**config.mk**
```make
export PLATFORM = sky130hd
export DESIGN_NAME = fjc_top
export DESIGN_NICKNAME = d
export VERILOG_FILES = /design/src/rtl/fjc_pkg.sv /design/src/rtl/fjc_keystore.sv /design/src/rtl/fjc_cfg_regs.sv /design/src/rtl/fjc_sequencer.sv /design/src/rtl/fjc_top.sv
export SDC_FILE = /design/constraint.sdc
export NUM_CORES = 2
export LEC_CHECK = 0
export BUFFER_PORTS_ARGS = -buffer_cell sky130_fd_sc_hd__buf_2
export CORE_ASPECT_RATIO = 2
export CORE_MARGIN = 2
export CORE_UTILIZATION = 40
export CTS_CLUSTER_DIAMETER = 50
export DETAILED_ROUTE_END_ITERATION = 8
export PLACE_DENSITY = 0.56
export SLEW_MARGIN = 20
export SYNTH_ARGS = -nofsm -noshare
export SYNTH_HDL_FRONTEND = slang
export SYNTH_SLANG_ARGS = --single-unit
```
**constraint.sdc**
```tcl
create_clock -name clk -period 8.5 [get_ports clk]
set_input_delay 1.7 -clock clk [delete_from_list [all_inputs] [get_ports clk]]
set_output_delay 1.7 -clock clk [all_outputs]
set_load 0.005 [all_outputs]
```
**src/rtl/fjc_pkg.sv**
```systemverilog
package fjc_pkg;

    // register word indexes (byte offset >> 2)
    localparam logic [4:0] RI_CTRL  = 5'd0;
    localparam logic [4:0] RI_START = 5'd1;
    localparam logic [4:0] RI_SRC   = 5'd2;
    localparam logic [4:0] RI_COUNT = 5'd3;
    localparam logic [4:0] RI_DST   = 5'd4;
    localparam logic [4:0] RI_STAT  = 5'd5;
    localparam logic [4:0] RI_ICLR  = 5'd6;
    localparam logic [4:0] RI_MODE0 = 5'd7;

    // control word bit positions
    localparam int CB_LASTONLY = 4;
    localparam int CB_IRQEN    = 8;
    localparam int CB_HASH     = 9;
    localparam int CB_MORE     = 16;
    localparam int CB_KEXP     = 17;

    typedef enum logic [2:0] {
        SQ_IDLE,
        SQ_KEXP,
        SQ_FETCH,
        SQ_SEND,
        SQ_RESULT,
        SQ_WRITE,
        SQ_PARK
    } seq_state_e;

endpackage

```
**src/rtl/fjc_keystore.sv**
```systemverilog
module fjc_keystore #(
    parameter int DW    = 32,
    parameter int WORDS = 64,
    localparam int IW   = $clog2(WORDS)
) (
    input  logic          clk,
    input  logic          rst_n,
    input  logic          we_i,
    input  logic [IW-1:0] widx_i,
    input  logic [DW-1:0] wdata_i,
    input  logic          idle_i,
    input  logic [IW-1:0] ridx_i,
    output logic [DW-1:0] rdata_o
);

    logic [WORDS*DW-1:0] key_d, key_q;
    logic [WORDS-1:0]    wsel;

    // one write strobe per word, only while no job is open
    for (genvar g = 0; g < WORDS; g++) begin : g_wsel
        assign wsel[g] = we_i && idle_i && (widx_i == IW'(g));
    end

    always_comb begin
        key_d = key_q;
        for (int w = 0; w < WORDS; w++) begin
            if (wsel[w]) key_d[w*DW +: DW] = wdata_i;
        end
    end

    always_ff @(posedge clk or negedge rst_n) begin
        if (!rst_n) key_q <= '0;
        else        key_q <= key_d;
    end

    assign rdata_o = key_q[ridx_i*DW +: DW];

    AST_KEY_LOCKED: assert property (@(posedge clk) disable iff (!rst_n)
        !idle_i |=> $stable(key_q));

endmodule

```
**src/rtl/fjc_cfg_regs.sv**
```systemverilog
module fjc_cfg_regs
    import fjc_pkg::*;
#(
    parameter int DW    = 32,
    parameter int MODES = 4,
    localparam int MW   = MODES * DW
) (
    input  logic          clk,
    input  logic          rst_n,
    input  logic          we_i,
    input  logic [4:0]    ridx_i,
    input  logic [DW-1:0] wdata_i,
    input  logic          open_i,
    input  logic          done_i,
    input  logic          kexp_clr_i,
    output logic [DW-1:0] ctrl_o,
    output logic [MW-1:0] mode_o,
    output logic          pend_o
);

    typedef struct packed {
        logic [DW-1:0] ctrl;
        logic [MW-1:0] mode;
        logic          pend;
    } cfg_t;

    cfg_t cfg_d, cfg_q;

    always_comb begin
        cfg_d = cfg_q;
        if (we_i && open_i) begin
            if (ridx_i == RI_CTRL) cfg_d.ctrl = wdata_i;
            for (int m = 0; m < MODES; m++) begin
                if (ridx_i == RI_MODE0 + 5'(m)) cfg_d.mode[m*DW +: DW] = wdata_i;
            end
        end
        if (kexp_clr_i) cfg_d.ctrl[CB_KEXP] = 1'b0;
        if (we_i && ridx_i == RI_ICLR && wdata_i[0]) cfg_d.pend = 1'b0;
        if (done_i && cfg_q.ctrl[CB_IRQEN]) cfg_d.pend = 1'b1;
    end

    always_ff @(posedge clk or negedge rst_n) begin
        if (!rst_n) cfg_q <= '0;
        else        cfg_q <= cfg_d;
    end

    assign ctrl_o = cfg_q.ctrl;
    assign mode_o = cfg_q.mode;
    assign pend_o = cfg_q.pend;

    AST_IRQ_CLEARS: assert property (@(posedge clk) disable iff (!rst_n)
        (we_i && ridx_i == RI_ICLR && wdata_i[0] && !done_i) |=> !pend_o);
    AST_KEXP_SELF_CLEAR: assert property (@(posedge clk) disable iff (!rst_n)
        kexp_clr_i |=> !ctrl_o[CB_KEXP]);

endmodule

```
**src/rtl/fjc_sequencer.sv**
```systemverilog
module fjc_sequencer
    import fjc_pkg::*;
#(
    parameter int AW  = 32,
    parameter int DW  = 32,
    parameter int BW  = 128,
    parameter int LW  = 24,
    localparam int BPW = DW / 8,
    localparam int WPB = BW / DW,
    localparam int WIX = $clog2(WPB)
) (
    input  logic          clk,
    input  logic          rst_n,
    input  logic          start_i,
    input  logic          more_i,
    input  logic          kexp_en_i,
    input  logic          last_only_i,
    input  logic          hash_i,
    input  logic          sw_src_we_i,
    input  logic          sw_cnt_we_i,
    input  logic          sw_dst_we_i,
    input  logic [DW-1:0] sw_wdata_i,
    output logic          mrd_req_o,
    output logic [AW-1:0] mrd_addr_o,
    input  logic          mrd_gnt_i,
    input  logic [DW-1:0] mrd_data_i,
    output logic          blk_valid_o,
    output logic [BW-1:0] blk_data_o,
    output logic          blk_last_o,
    input  logic          blk_ready_i,
    input  logic          res_valid_i,
    input  logic [BW-1:0] res_data_i,
    output logic          res_ready_o,
    output logic          mwr_req_o,
    output logic [AW-1:0] mwr_addr_o,
    output logic [DW-1:0] mwr_data_o,
    input  logic          mwr_gnt_i,
    output logic          kexp_req_o,
    input  logic          kexp_done_i,
    output logic          kexp_clr_o,
    output logic          idle_o,
    output logic          park_o,
    output logic          open_o,
    output logic          done_o,
    output logic [AW-1:0] src_o,
    output logic [LW-1:0] cnt_o,
    output logic [AW-1:0] dst_o
);

    localparam logic [WIX-1:0] LAST_W = WIX'(WPB - 1);
    localparam logic [LW-1:0]  BPW_L  = LW'(BPW);
    localparam logic [AW-1:0]  BPW_A  = AW'(BPW);

    typedef struct packed {
        seq_state_e     st;
        logic [AW-1:0]  src;
        logic [LW-1:0]  cnt;
        logic [AW-1:0]  dst;
        logic [BW-1:0]  blk;
        logic [BW-1:0]  res;
        logic [WIX-1:0] widx;
        logic           fin;
    } seq_t;

    seq_t sq_d, sq_q;

    logic [LW-1:0] take;
    logic [DW-1:0] in_word;
    logic          store_blk;
    seq_state_e    after_blk;

    // bytes taken from the word being read, and zero padding of short words
    assign take = (sq_q.cnt >= BPW_L) ? BPW_L : sq_q.cnt;

    always_comb begin
        for (int b = 0; b < BPW; b++) begin
            in_word[b*8 +: 8] = (LW'(b) < take) ? mrd_data_i[b*8 +: 8] : 8'h00;
        end
    end

    assign store_blk = hash_i ? sq_q.fin : (!last_only_i || sq_q.fin);
    assign after_blk = (sq_q.cnt != '0) ? SQ_FETCH : (sq_q.fin ? SQ_IDLE : SQ_PARK);

    always_comb begin
        sq_d        = sq_q;
        kexp_req_o  = 1'b0;
        kexp_clr_o  = 1'b0;
        mrd_req_o   = 1'b0;
        mwr_req_o   = 1'b0;
        blk_valid_o = 1'b0;
        res_ready_o = 1'b0;
        case (sq_q.st)
            SQ_IDLE: begin
                if (start_i) begin
                    sq_d.blk  = '0;
                    sq_d.widx = '0;
                    sq_d.st   = kexp_en_i ? SQ_KEXP : SQ_FETCH;
                end
            end
            SQ_KEXP: begin
                kexp_req_o = 1'b1;
                if (kexp_done_i) begin
                    kexp_clr_o = 1'b1;
                    sq_d.st    = SQ_FETCH;
                end
            end
            SQ_FETCH: begin
                if (sq_q.cnt == '0) begin
                    sq_d.st = more_i ? SQ_PARK : SQ_IDLE;
                end else begin
                    mrd_req_o = 1'b1;
                    if (mrd_gnt_i) begin
                        sq_d.blk[sq_q.widx*DW +: DW] = in_word;
                        sq_d.src  = sq_q.src + BPW_A;
                        sq_d.cnt  = sq_q.cnt - take;
                        sq_d.widx = sq_q.widx + 1'b1;
                        if (sq_q.widx == LAST_W || sq_q.cnt == take) begin
                            sq_d.st  = SQ_SEND;
                            sq_d.fin = (sq_q.cnt == take) && !more_i;
                        end
                    end
                end
            end
            SQ_SEND: begin
                blk_valid_o = 1'b1;
                if (blk_ready_i) sq_d.st = SQ_RESULT;
            end
            SQ_RESULT: begin
                res_ready_o = 1'b1;
                if (res_valid_i) begin
                    sq_d.res  = res_data_i;
                    sq_d.blk  = '0;
                    sq_d.widx = '0;
                    sq_d.st   = store_blk ? SQ_WRITE : after_blk;
                end
            end
            SQ_WRITE: begin
                mwr_req_o = 1'b1;
                if (mwr_gnt_i) begin
                    sq_d.dst  = sq_q.dst + BPW_A;
                    sq_d.widx = sq_q.widx + 1'b1;
                    if (sq_q.widx == LAST_W) begin
                        sq_d.widx = '0;
                        sq_d.st   = after_blk;
                    end
                end
            end
            SQ_PARK: begin
                if (start_i) begin
                    sq_d.blk  = '0;
                    sq_d.widx = '0;
                    sq_d.st   = SQ_FETCH;
                end
            end
            default: sq_d.st = SQ_IDLE;
        endcase
        // software loads only while no transfer is in flight
        if (open_o) begin
            if (sw_src_we_i) sq_d.src = AW'(sw_wdata_i);
            if (sw_cnt_we_i) sq_d.cnt = sw_wdata_i[LW-1:0];
            if (sw_dst_we_i) sq_d.dst = AW'(sw_wdata_i);
        end
    end

    always_ff @(posedge clk or negedge rst_n) begin
        if (!rst_n) sq_q <= '{st: SQ_IDLE, default: '0};
        else        sq_q <= sq_d;
    end

    assign idle_o     = (sq_q.st == SQ_IDLE);
    assign park_o     = (sq_q.st == SQ_PARK);
    assign open_o     = idle_o || park_o;
    assign done_o     = (sq_d.st == SQ_IDLE) && !idle_o;
    assign mrd_addr_o = sq_q.src;
    assign blk_data_o = sq_q.blk;
    assign blk_last_o = sq_q.fin;
    assign mwr_addr_o = sq_q.dst;
    assign mwr_data_o = sq_q.res[sq_q.widx*DW +: DW];
    assign src_o      = sq_q.src;
    assign cnt_o      = sq_q.cnt;
    assign dst_o      = sq_q.dst;

    AST_READ_HELD: assert property (@(posedge clk) disable iff (!rst_n)
        (mrd_req_o && !mrd_gnt_i) |=> (mrd_req_o && $stable(mrd_addr_o)));
    AST_COUNT_FALLS: assert property (@(posedge clk) disable iff (!rst_n)
        (mrd_req_o && mrd_gnt_i) |=> (cnt_o < $past(cnt_o)));
    AST_BLOCK_HELD: assert property (@(posedge clk) disable iff (!rst_n)
        (blk_valid_o && !blk_ready_i) |=> (blk_valid_o && $stable(blk_data_o)));
    AST_WRITE_HELD: assert property (@(posedge clk) disable iff (!rst_n)
        (mwr_req_o && !mwr_gnt_i) |=> (mwr_req_o && $stable(mwr_addr_o)));

endmodule

```
**src/rtl/fjc_top.sv**
```systemverilog
module fjc_top
    import fjc_pkg::*;
#(
    parameter int AW        = 32,
    parameter int DW        = 32,
    parameter int BW        = 128,
    parameter int LW        = 24,
    parameter int MODES     = 4,
    parameter int KEY_WORDS = 64,
    localparam int KIW      = $clog2(KEY_WORDS),
    localparam int BUS_AW   = KIW + 3,
    localparam int MW       = MODES * DW
) (
    input  logic              clk,
    input  logic              rst_n,
    input  logic              bus_wr,
    input  logic [BUS_AW-1:0] bus_addr,
    input  logic [DW-1:0]     bus_wdata,
    output logic [DW-1:0]     bus_rdata,
    output logic              mrd_req,
    output logic [AW-1:0]     mrd_addr,
    input  logic              mrd_gnt,
    input  logic [DW-1:0]     mrd_data,
    output logic              blk_valid,
    output logic [BW-1:0]     blk_data,
    output logic              blk_last,
    input  logic              blk_ready,
    input  logic              res_valid,
    input  logic [BW-1:0]     res_data,
    output logic              res_ready,
    output logic              mwr_req,
    output logic [AW-1:0]     mwr_addr,
    output logic [DW-1:0]     mwr_data,
    input  logic              mwr_gnt,
    output logic              kexp_req,
    input  logic              kexp_done,
    input  logic [KIW-1:0]    key_idx,
    output logic [DW-1:0]     key_word,
    output logic [DW-1:0]     cfg_ctrl,
    output logic [MW-1:0]     cfg_mode,
    output logic              irq
);

    logic          aligned, key_sel, reg_we, key_we, start_wr;
    logic [4:0]    ridx;
    logic          idle, park, open, done, kexp_clr, pend;
    logic [AW-1:0] src, dst;
    logic [LW-1:0] cnt;

    assign aligned  = (bus_addr[1:0] == 2'b00);
    assign key_sel  = bus_addr[BUS_AW-1];
    assign ridx     = bus_addr[6:2];
    assign reg_we   = bus_wr && aligned && !key_sel;
    assign key_we   = bus_wr && aligned && key_sel;
    assign start_wr = reg_we && (ridx == RI_START) && bus_wdata[0];

    fjc_cfg_regs #(.DW(DW), .MODES(MODES)) u_cfg (
        .clk        (clk),
        .rst_n      (rst_n),
        .we_i       (reg_we),
        .ridx_i     (ridx),
        .wdata_i    (bus_wdata),
        .open_i     (open),
        .done_i     (done),
        .kexp_clr_i (kexp_clr),
        .ctrl_o     (cfg_ctrl),
        .mode_o     (cfg_mode),
        .pend_o     (pend)
    );

    fjc_keystore #(.DW(DW), .WORDS(KEY_WORDS)) u_keys (
        .clk     (clk),
        .rst_n   (rst_n),
        .we_i    (key_we),
        .widx_i  (bus_addr[KIW+1:2]),
        .wdata_i (bus_wdata),
        .idle_i  (idle),
        .ridx_i  (key_idx),
        .rdata_o (key_word)
    );

    fjc_sequencer #(.AW(AW), .DW(DW), .BW(BW), .LW(LW)) u_seq (
        .clk         (clk),
        .rst_n       (rst_n),
        .start_i     (start_wr),
        .more_i      (cfg_ctrl[CB_MORE]),
        .kexp_en_i   (cfg_ctrl[CB_KEXP]),
        .last_only_i (cfg_ctrl[CB_LASTONLY]),
        .hash_i      (cfg_ctrl[CB_HASH]),
        .sw_src_we_i (reg_we && ridx == RI_SRC),
        .sw_cnt_we_i (reg_we && ridx == RI_COUNT),
        .sw_dst_we_i (reg_we && ridx == RI_DST),
        .sw_wdata_i  (bus_wdata),
        .mrd_req_o   (mrd_req),
        .mrd_addr_o  (mrd_addr),
        .mrd_gnt_i   (mrd_gnt),
        .mrd_data_i  (mrd_data),
        .blk_valid_o (blk_valid),
        .blk_data_o  (blk_data),
        .blk_last_o  (blk_last),
        .blk_ready_i (blk_ready),
        .res_valid_i (res_valid),
        .res_data_i  (res_data),
        .res_ready_o (res_ready),
        .mwr_req_o   (mwr_req),
        .mwr_addr_o  (mwr_addr),
        .mwr_data_o  (mwr_data),
        .mwr_gnt_i   (mwr_gnt),
        .kexp_req_o  (kexp_req),
        .kexp_done_i (kexp_done),
        .kexp_clr_o  (kexp_clr),
        .idle_o      (idle),
        .park_o      (park),
        .open_o      (open),
        .done_o      (done),
        .src_o       (src),
        .cnt_o       (cnt),
        .dst_o       (dst)
    );

    assign irq = pend;

    always_comb begin
        bus_rdata = '0;
        if (!key_sel) begin
            case (ridx)
                RI_CTRL:  bus_rdata = cfg_ctrl;
                RI_SRC:   bus_rdata = DW'(src);
                RI_COUNT: bus_rdata = DW'(cnt);
                RI_DST:   bus_rdata = DW'(dst);
                RI_STAT:  bus_rdata = DW'({pend, park, idle});
                default:  bus_rdata = '0;
            endcase
            for (int m = 0; m < MODES; m++) begin
                if (ridx == RI_MODE0 + 5'(m)) bus_rdata = cfg_mode[m*DW +: DW];
            end
        end
    end

    AST_PARK_NO_IRQ: assert property (@(posedge clk) disable iff (!rst_n)
        ($rose(park) && !$past(pend)) |-> !irq);
    AST_NO_TRAFFIC_IDLE: assert property (@(posedge clk) disable iff (!rst_n)
        idle |-> !(mrd_req || mwr_req || blk_valid));

endmodule

```
======== Yosys cells after proc, flatten, opt, wreduce, memory -nomap -nowiden ========
Index checks and enable logic that the tools add are counted.
operators by class
  add/sub/neg operators ................... 5
  $mul .................................... 0
  div/mod/pow operators ................... 0
  order comparisons ....................... 5
  equality and inequality tests ........... 86
  shifts and indexed selects .............. 4
  mux-type cells .......................... 66
  bitwise logic cells ..................... 1
  reduce and logical (&&, ||, !) cells .... 109
operators with widths
  kind                                                                        count
  2048-bit by 12-bit variable part select with 32-bit output                  1
  32-bit two-way mux                                                          13
  128-bit two-way mux                                                         3
  128-bit case mux with 3 select lines                                        1
  258-bit two-way mux                                                         1
  6-bit equality test (second input constant)                                 32
  32-bit case mux with 5 select lines                                         1
  146-bit two-way mux                                                         1
  128-bit bitwise mux                                                         1
  32-bit by 34-bit variable shift with 128-bit output (first input constant)  1
  128-bit by 8-bit variable part select with 32-bit output                    1
  32-bit by 34-bit variable part select with 128-bit output                   1
  56-bit two-way mux                                                          2
  6-bit by 5-bit equality test with 1-bit output (second input constant)      16
  88-bit two-way mux                                                          1
  1-bit logical AND                                                           79
  32-bit by 3-bit adder with 32-bit output (second input constant)            2
  59-bit two-way mux                                                          1
  6-bit by 4-bit equality test with 1-bit output (second input constant)      8
  1-bit by 24-bit < comparator with 1-bit output (first input constant)       2
  2-bit by 24-bit < comparator with 1-bit output (first input constant)       2
  24-bit two-way mux                                                          2
  3-bit two-way mux                                                           15
  7-bit negation with 34-bit output                                           1
  other kinds (40)                                                            88
word-level totals
  bits in registers ....................... 2559
  bits in latches ......................... 0
  bits in writable memories ............... 0
  memory bits (read-only) ................. 0
  input port bits ......................... 215
  output and inout port bits .............. 455
  logic and storage cells ................. 355
  memories kept ........................... 0

======== Depth between registers and ports, before layout ========
  depth after elaboration ................. 12
  gate-level depth with buffers ........... 13
  mapped depth without buffers ............ 11

======== Cells and area by module ========
From an unflattened synthesis, not the netlist that was laid out.
unflattened totals
  cell total of the unflattened synthesis .. 8191
  area total of the unflattened synthesis .. 119487.1 um2
by module, submodules not included
  module         instances  cells each  area each (um2)
  fjc_keystore   1          5905        92692.6
  fjc_sequencer  1          1555        17860.9
  fjc_cfg_regs   1          354         6231.0
  fjc_top        1          377         2702.6

======== Least setup slack after synthesis ========
OpenSTA, ideal clock, no wires.
  kind .................................... input -> output
  start ................................... input port key_idx[0]
  end ..................................... output port key_word[10]
  arrival ................................. 4.060 ns
  data required time ...................... 6.800 ns
  path slack .............................. 2.740 ns
  stages on the path ...................... 7
  path buffers ............................ 3
  cell sequence ........................... clkbuf_1 clkbuf_1 buf_1 mux4_2 mux4_2 a22oi_1 o221ai_1
between the ends
  longest elaborated chain between the ends .. 1
RTL lines
  element                                                     RTL line            RTL
  start: declaration                                          fjc_top.sv:37       input logic [KIW-1:0] key_idx,
  2048-bit by 12-bit variable part select with 32-bit output  fjc_keystore.sv:36  assign rdata_o = key_q[ridx_i*DW +: DW];
  end: declaration                                            fjc_top.sv:38       output logic [DW-1:0] key_word,
No other way between the ends.

======== Worst setup path after layout ========
  start ................................... input port key_idx[0]
  end ..................................... output port key_word[19]
Same word-level chain as after synthesis.

==> flow_metrics.env <==
export IMPL_die_x_um=387
export IMPL_cts_root_buffer="clkbuf_16"
export IMPL_synthMostInstantiatedCell="dfrtp_1"
export IMPL_cts_made_buffers=242
export IMPL_cellLeakagePower_nw=63.5
export IMPL_synth_cell_types=73
export IMPL_tritoncts="built"
export IMPL_area_sequential_um2=64000
export IMPL_route_final_wire_length_mm=366
export IMPL_initial_utilization=0.402
export IMPL_status="completed"
export IMPL_num_io_pins=670
export IMPL_via_count_of_the_first_global_routing_pass=76718
export IMPL_critPathLaunchType="input port"
export IMPL_worstPathRequired_ps=6800
export IMPL_synthesis_area_um2=117000
export IMPL_first_iter_violations=4250
export IMPL_dp_hpwl_mm=238
export IMPL_critical_path_peak_fanout=49
export IMPL_final_antenna_net_count=0
export IMPL_worstMarginPinSlew_ps=1220
export IMPL_worst_slew_margin_relative_to_its_limit=0.181
export IMPL_design_core_area_um2=293000
export IMPL_synth_area_top_cells="dfrtp_1 55%, mux2_2 23%, mux4_2 12%"
export IMPL_post_cts_hold_buffer_count=0
export IMPL_part_of_the_power_in_the_clock_network=0.401
export IMPL_max_vdd_ir_drop_uv=223
export IMPL_count_of_standard_cell_rows=281
export IMPL_netlist_top_cells_count="2559 x dfrtp_1, 2400 x mux2_2, 614 x mux4_2"
export IMPL_postSynth_asyncResetShare=1.00
export IMPL_synth_net_count=8030
export IMPL_post_dr_wirelength_cell_um=30.4
export IMPL_unrepaired_setup_endpoints_after_global_routing="no"
export IMPL_detail_route_vias_per_cell=5.85
export IMPL_clock_tree_buffer_depth=4
export IMPL_die_area_um2=298000
export IMPL_place_worst_setup_slack_ps=1600
export IMPL_worst_ep_arrival_time_ps=5140
export IMPL_synth_edff_count=0
export IMPL_grt_antenna_before_repair=38
export IMPL_drv_slew=0
export IMPL_power_frac_seq=0.482
export IMPL_final_min_period_over_clock_period=0.805
export IMPL_comb_power_share=0.117
export IMPL_drtPass1Iterations=7
export IMPL_fmax_mhz=146
export IMPL_global_route_wire_length_before_repair_mm=541
export IMPL_finalHoldViolations=0
export IMPL_die_h_um=770
export IMPL_drt_met1_wl_mm=135
export IMPL_postLayoutSetupSlackWorst_ps=1660
export IMPL_drv_max_cap_violation_count=0
export IMPL_drcViolationCount=0
export IMPL_count_of_input_and_output_buffers=669
export IMPL_mean_instance_size_in_the_synthesized_netlist_um2=15.0
export IMPL_power_density_normalized_to_cell_area_nw_per_um2=213
export IMPL_routed_wl_met3_mm=18.1
export IMPL_finalClockSkew_ps=51.9
export IMPL_internal_power_mw=20.8
export IMPL_multi_input_comb_area_um2=49400
export IMPL_critPathKind="in2out"
export IMPL_syn_instance_count=7806
export IMPL_yosys_area_top_type="dfrtp_1"
export IMPL_h_tree_depth=4
export IMPL_main_flop_type_after_synthesis="dfrtp_1"
export IMPL_yosys_register_bits=2559
export IMPL_area_growth_synth_to_final_pct=12.4
export IMPL_critPathCaptureType="output pin"
export IMPL_gpl_final_weighted_congestion=0.964
export IMPL_met2RoutedLength_mm=191
export IMPL_min_period_ps=6840
export IMPL_total_power_consumption_mw=28.1
export IMPL_post_route_cells_drive_above_1_share=0.539
export IMPL_fillerInstances=25830
export IMPL_fin_worst_hold_slack_ps=485
export IMPL_postCtsSetupRepairBufs=0
export IMPL_largest_net_degree_at_the_start_of_global_routing=182
export IMPL_route_vias_total=70389
export IMPL_cts_sink_count=2559
export IMPL_setup_viol=0
export IMPL_yosysWarnings=0
export IMPL_nets=8231
export IMPL_switching_share=0.262
export IMPL_post_cts_resize_count=0
export IMPL_clock_insertion_delay_worst_skew_ps=910
export IMPL_worstHoldPathType="reg2reg"
export IMPL_tns_ps=0
export IMPL_global_route_overflow_total=0
export IMPL_clkSlewWorstSetupHoldPaths_ps=60
export IMPL_route_top_layer_used="met5"
export IMPL_yosys_area_top_type_share=0.545
export IMPL_grtUsageTotal=0.244
export IMPL_ys_seq_area_frac=0.545
export IMPL_p_switching_mw=7.36
-- metal layers --
metal / vias to the layer above / global-route usage
li1: 29040 / -
met1: 38236 / 0.276
met2: 2286 / 0.442
met3: 811 / 0.0406
met4: 16 / 0.125
met5: - / 0
-- per-stage QoR --
stage                     area, µm²   util  std cells
final                        132000  0.451      12036
after floorplan              117000      -       7806
after detailed placement     124000  0.423      11583
after CTS                    132000  0.451      12023
after global placement       124000  0.423      11583
after global routing         132000  0.451      12032
-- power groups by stage --
stage | combinational, mW | clock, mW | sequential [mW]
final | 3.29 | 11.3 | 13.6
after global routing | 3.55 | 12.0 | 13.6
after CTS | 3.32 | 11.6 | 13.5
after detailed placement | 3.31 | 0 | 13.8
after global placement | 3.24 | 0 | 13.7
after floorplan | 2.16 | 0 | 13.5
-- critical path: stages --
cell and delay, ps:
buf_8 530, buf_4 380, mux4_2 540, mux4_2 540
a22oi_1 680, o221ai_1 440, buf_2 250
-- path summary, 6_finish.rpt --
path	to	depth (start not counted)	start	slack (ps)
worst max-delay path	key_word[19]	7	key_idx[0]	1660
worst min-delay path	u_seq.blk_data_o[99]$_DFFE_PN0P_	1	u_seq.blk_data_o[99]$_DFFE_PN0P_	490
worst max register to register	u_keys.key_q[1912]$_DFFE_PN0P_	7	u_seq.sq_q[347]$_DFF_PN0_	3820
worst min register to register	u_seq.blk_data_o[99]$_DFFE_PN0P_	1	u_seq.blk_data_o[99]$_DFFE_PN0P_	490
max in group asynchronous	u_keys.key_q[1690]$_DFFE_PN0P_	3	rst_n	5570
min in group asynchronous	u_keys.key_q[258]$_DFFE_PN0P_	1	rst_n	740
-- layout make-up --
cell class	count	area share
Antenna cell	13	0.000246
Clock buffer	336	0.0517
Clock inverter	104	0.00962
Inverter	15	0.000427
Multi-Input combinational cell	4282	0.374
Sequential cell	2559	0.485
Tap cell	3820	0.0362
Timing Repair Buffer	907	0.0422
-- cells in the final DEF, fill, tap and decap left out, types with 10 or more instances in the layout --
master     netlist  layout
a31oi_1         16      16
clkbuf_8         0      42
bufinv_16        0      24
nand2_2          0      15
clkbuf_16        0     242
xnor2_1         55      55
clkbuf_1       446      52
a221oi_1        21      21
a22o_1          49      49
a32o_1          56      56
o21ai_0         74      74
buf_2          172     663
nand4_1         11      11
nand3_1         31      30
nor2_1         215     159
a21oi_1        127     127
o2bb2ai_1       25      25
nor3_1          28      24
mux2_2        2400    2400
dfrtp_1       2559    2557
buf_12           0      31
nand2_1        181     160
a211oi_1        23      23
inv_1           15      15
clkinv_2         0      54
mux2i_1         63      63
nor4_1          28      25
a22oi_1         49      49
buf_4          198     209
mux4_2         614     614
nor2_4           0      54
diode_2          0      13
or3_1           12      12
xor2_1          20      20
a222oi_1        29      29
nor2b_1         11      10
o221ai_1        29      29
-- flip-flops by register name, indices dropped and copies added (netlist names) --
register	cells
u_seq.sq_q	133
u_keys.key_q	2048
u_seq.cnt_o	24
u_seq.blk_data_o	128
u_seq.mrd_addr_o	32
u_cfg.mode_o	128
u_cfg.pend_o	1
u_seq.dst_o	32
u_cfg.ctrl_o	32
u_seq.blk_last_o	1
-- kinds of logic after synthesis --
family,share of synthesized area
simple gates,0.0230
mux,0.353
flops,0.545
fa+ha+maj,0.000959
compound gates,0.0331
buf+inv,0.0391
xor+xnor,0.00559
other cells,0.0000319
No activity file was read; power rests on OpenSTA's default activity.
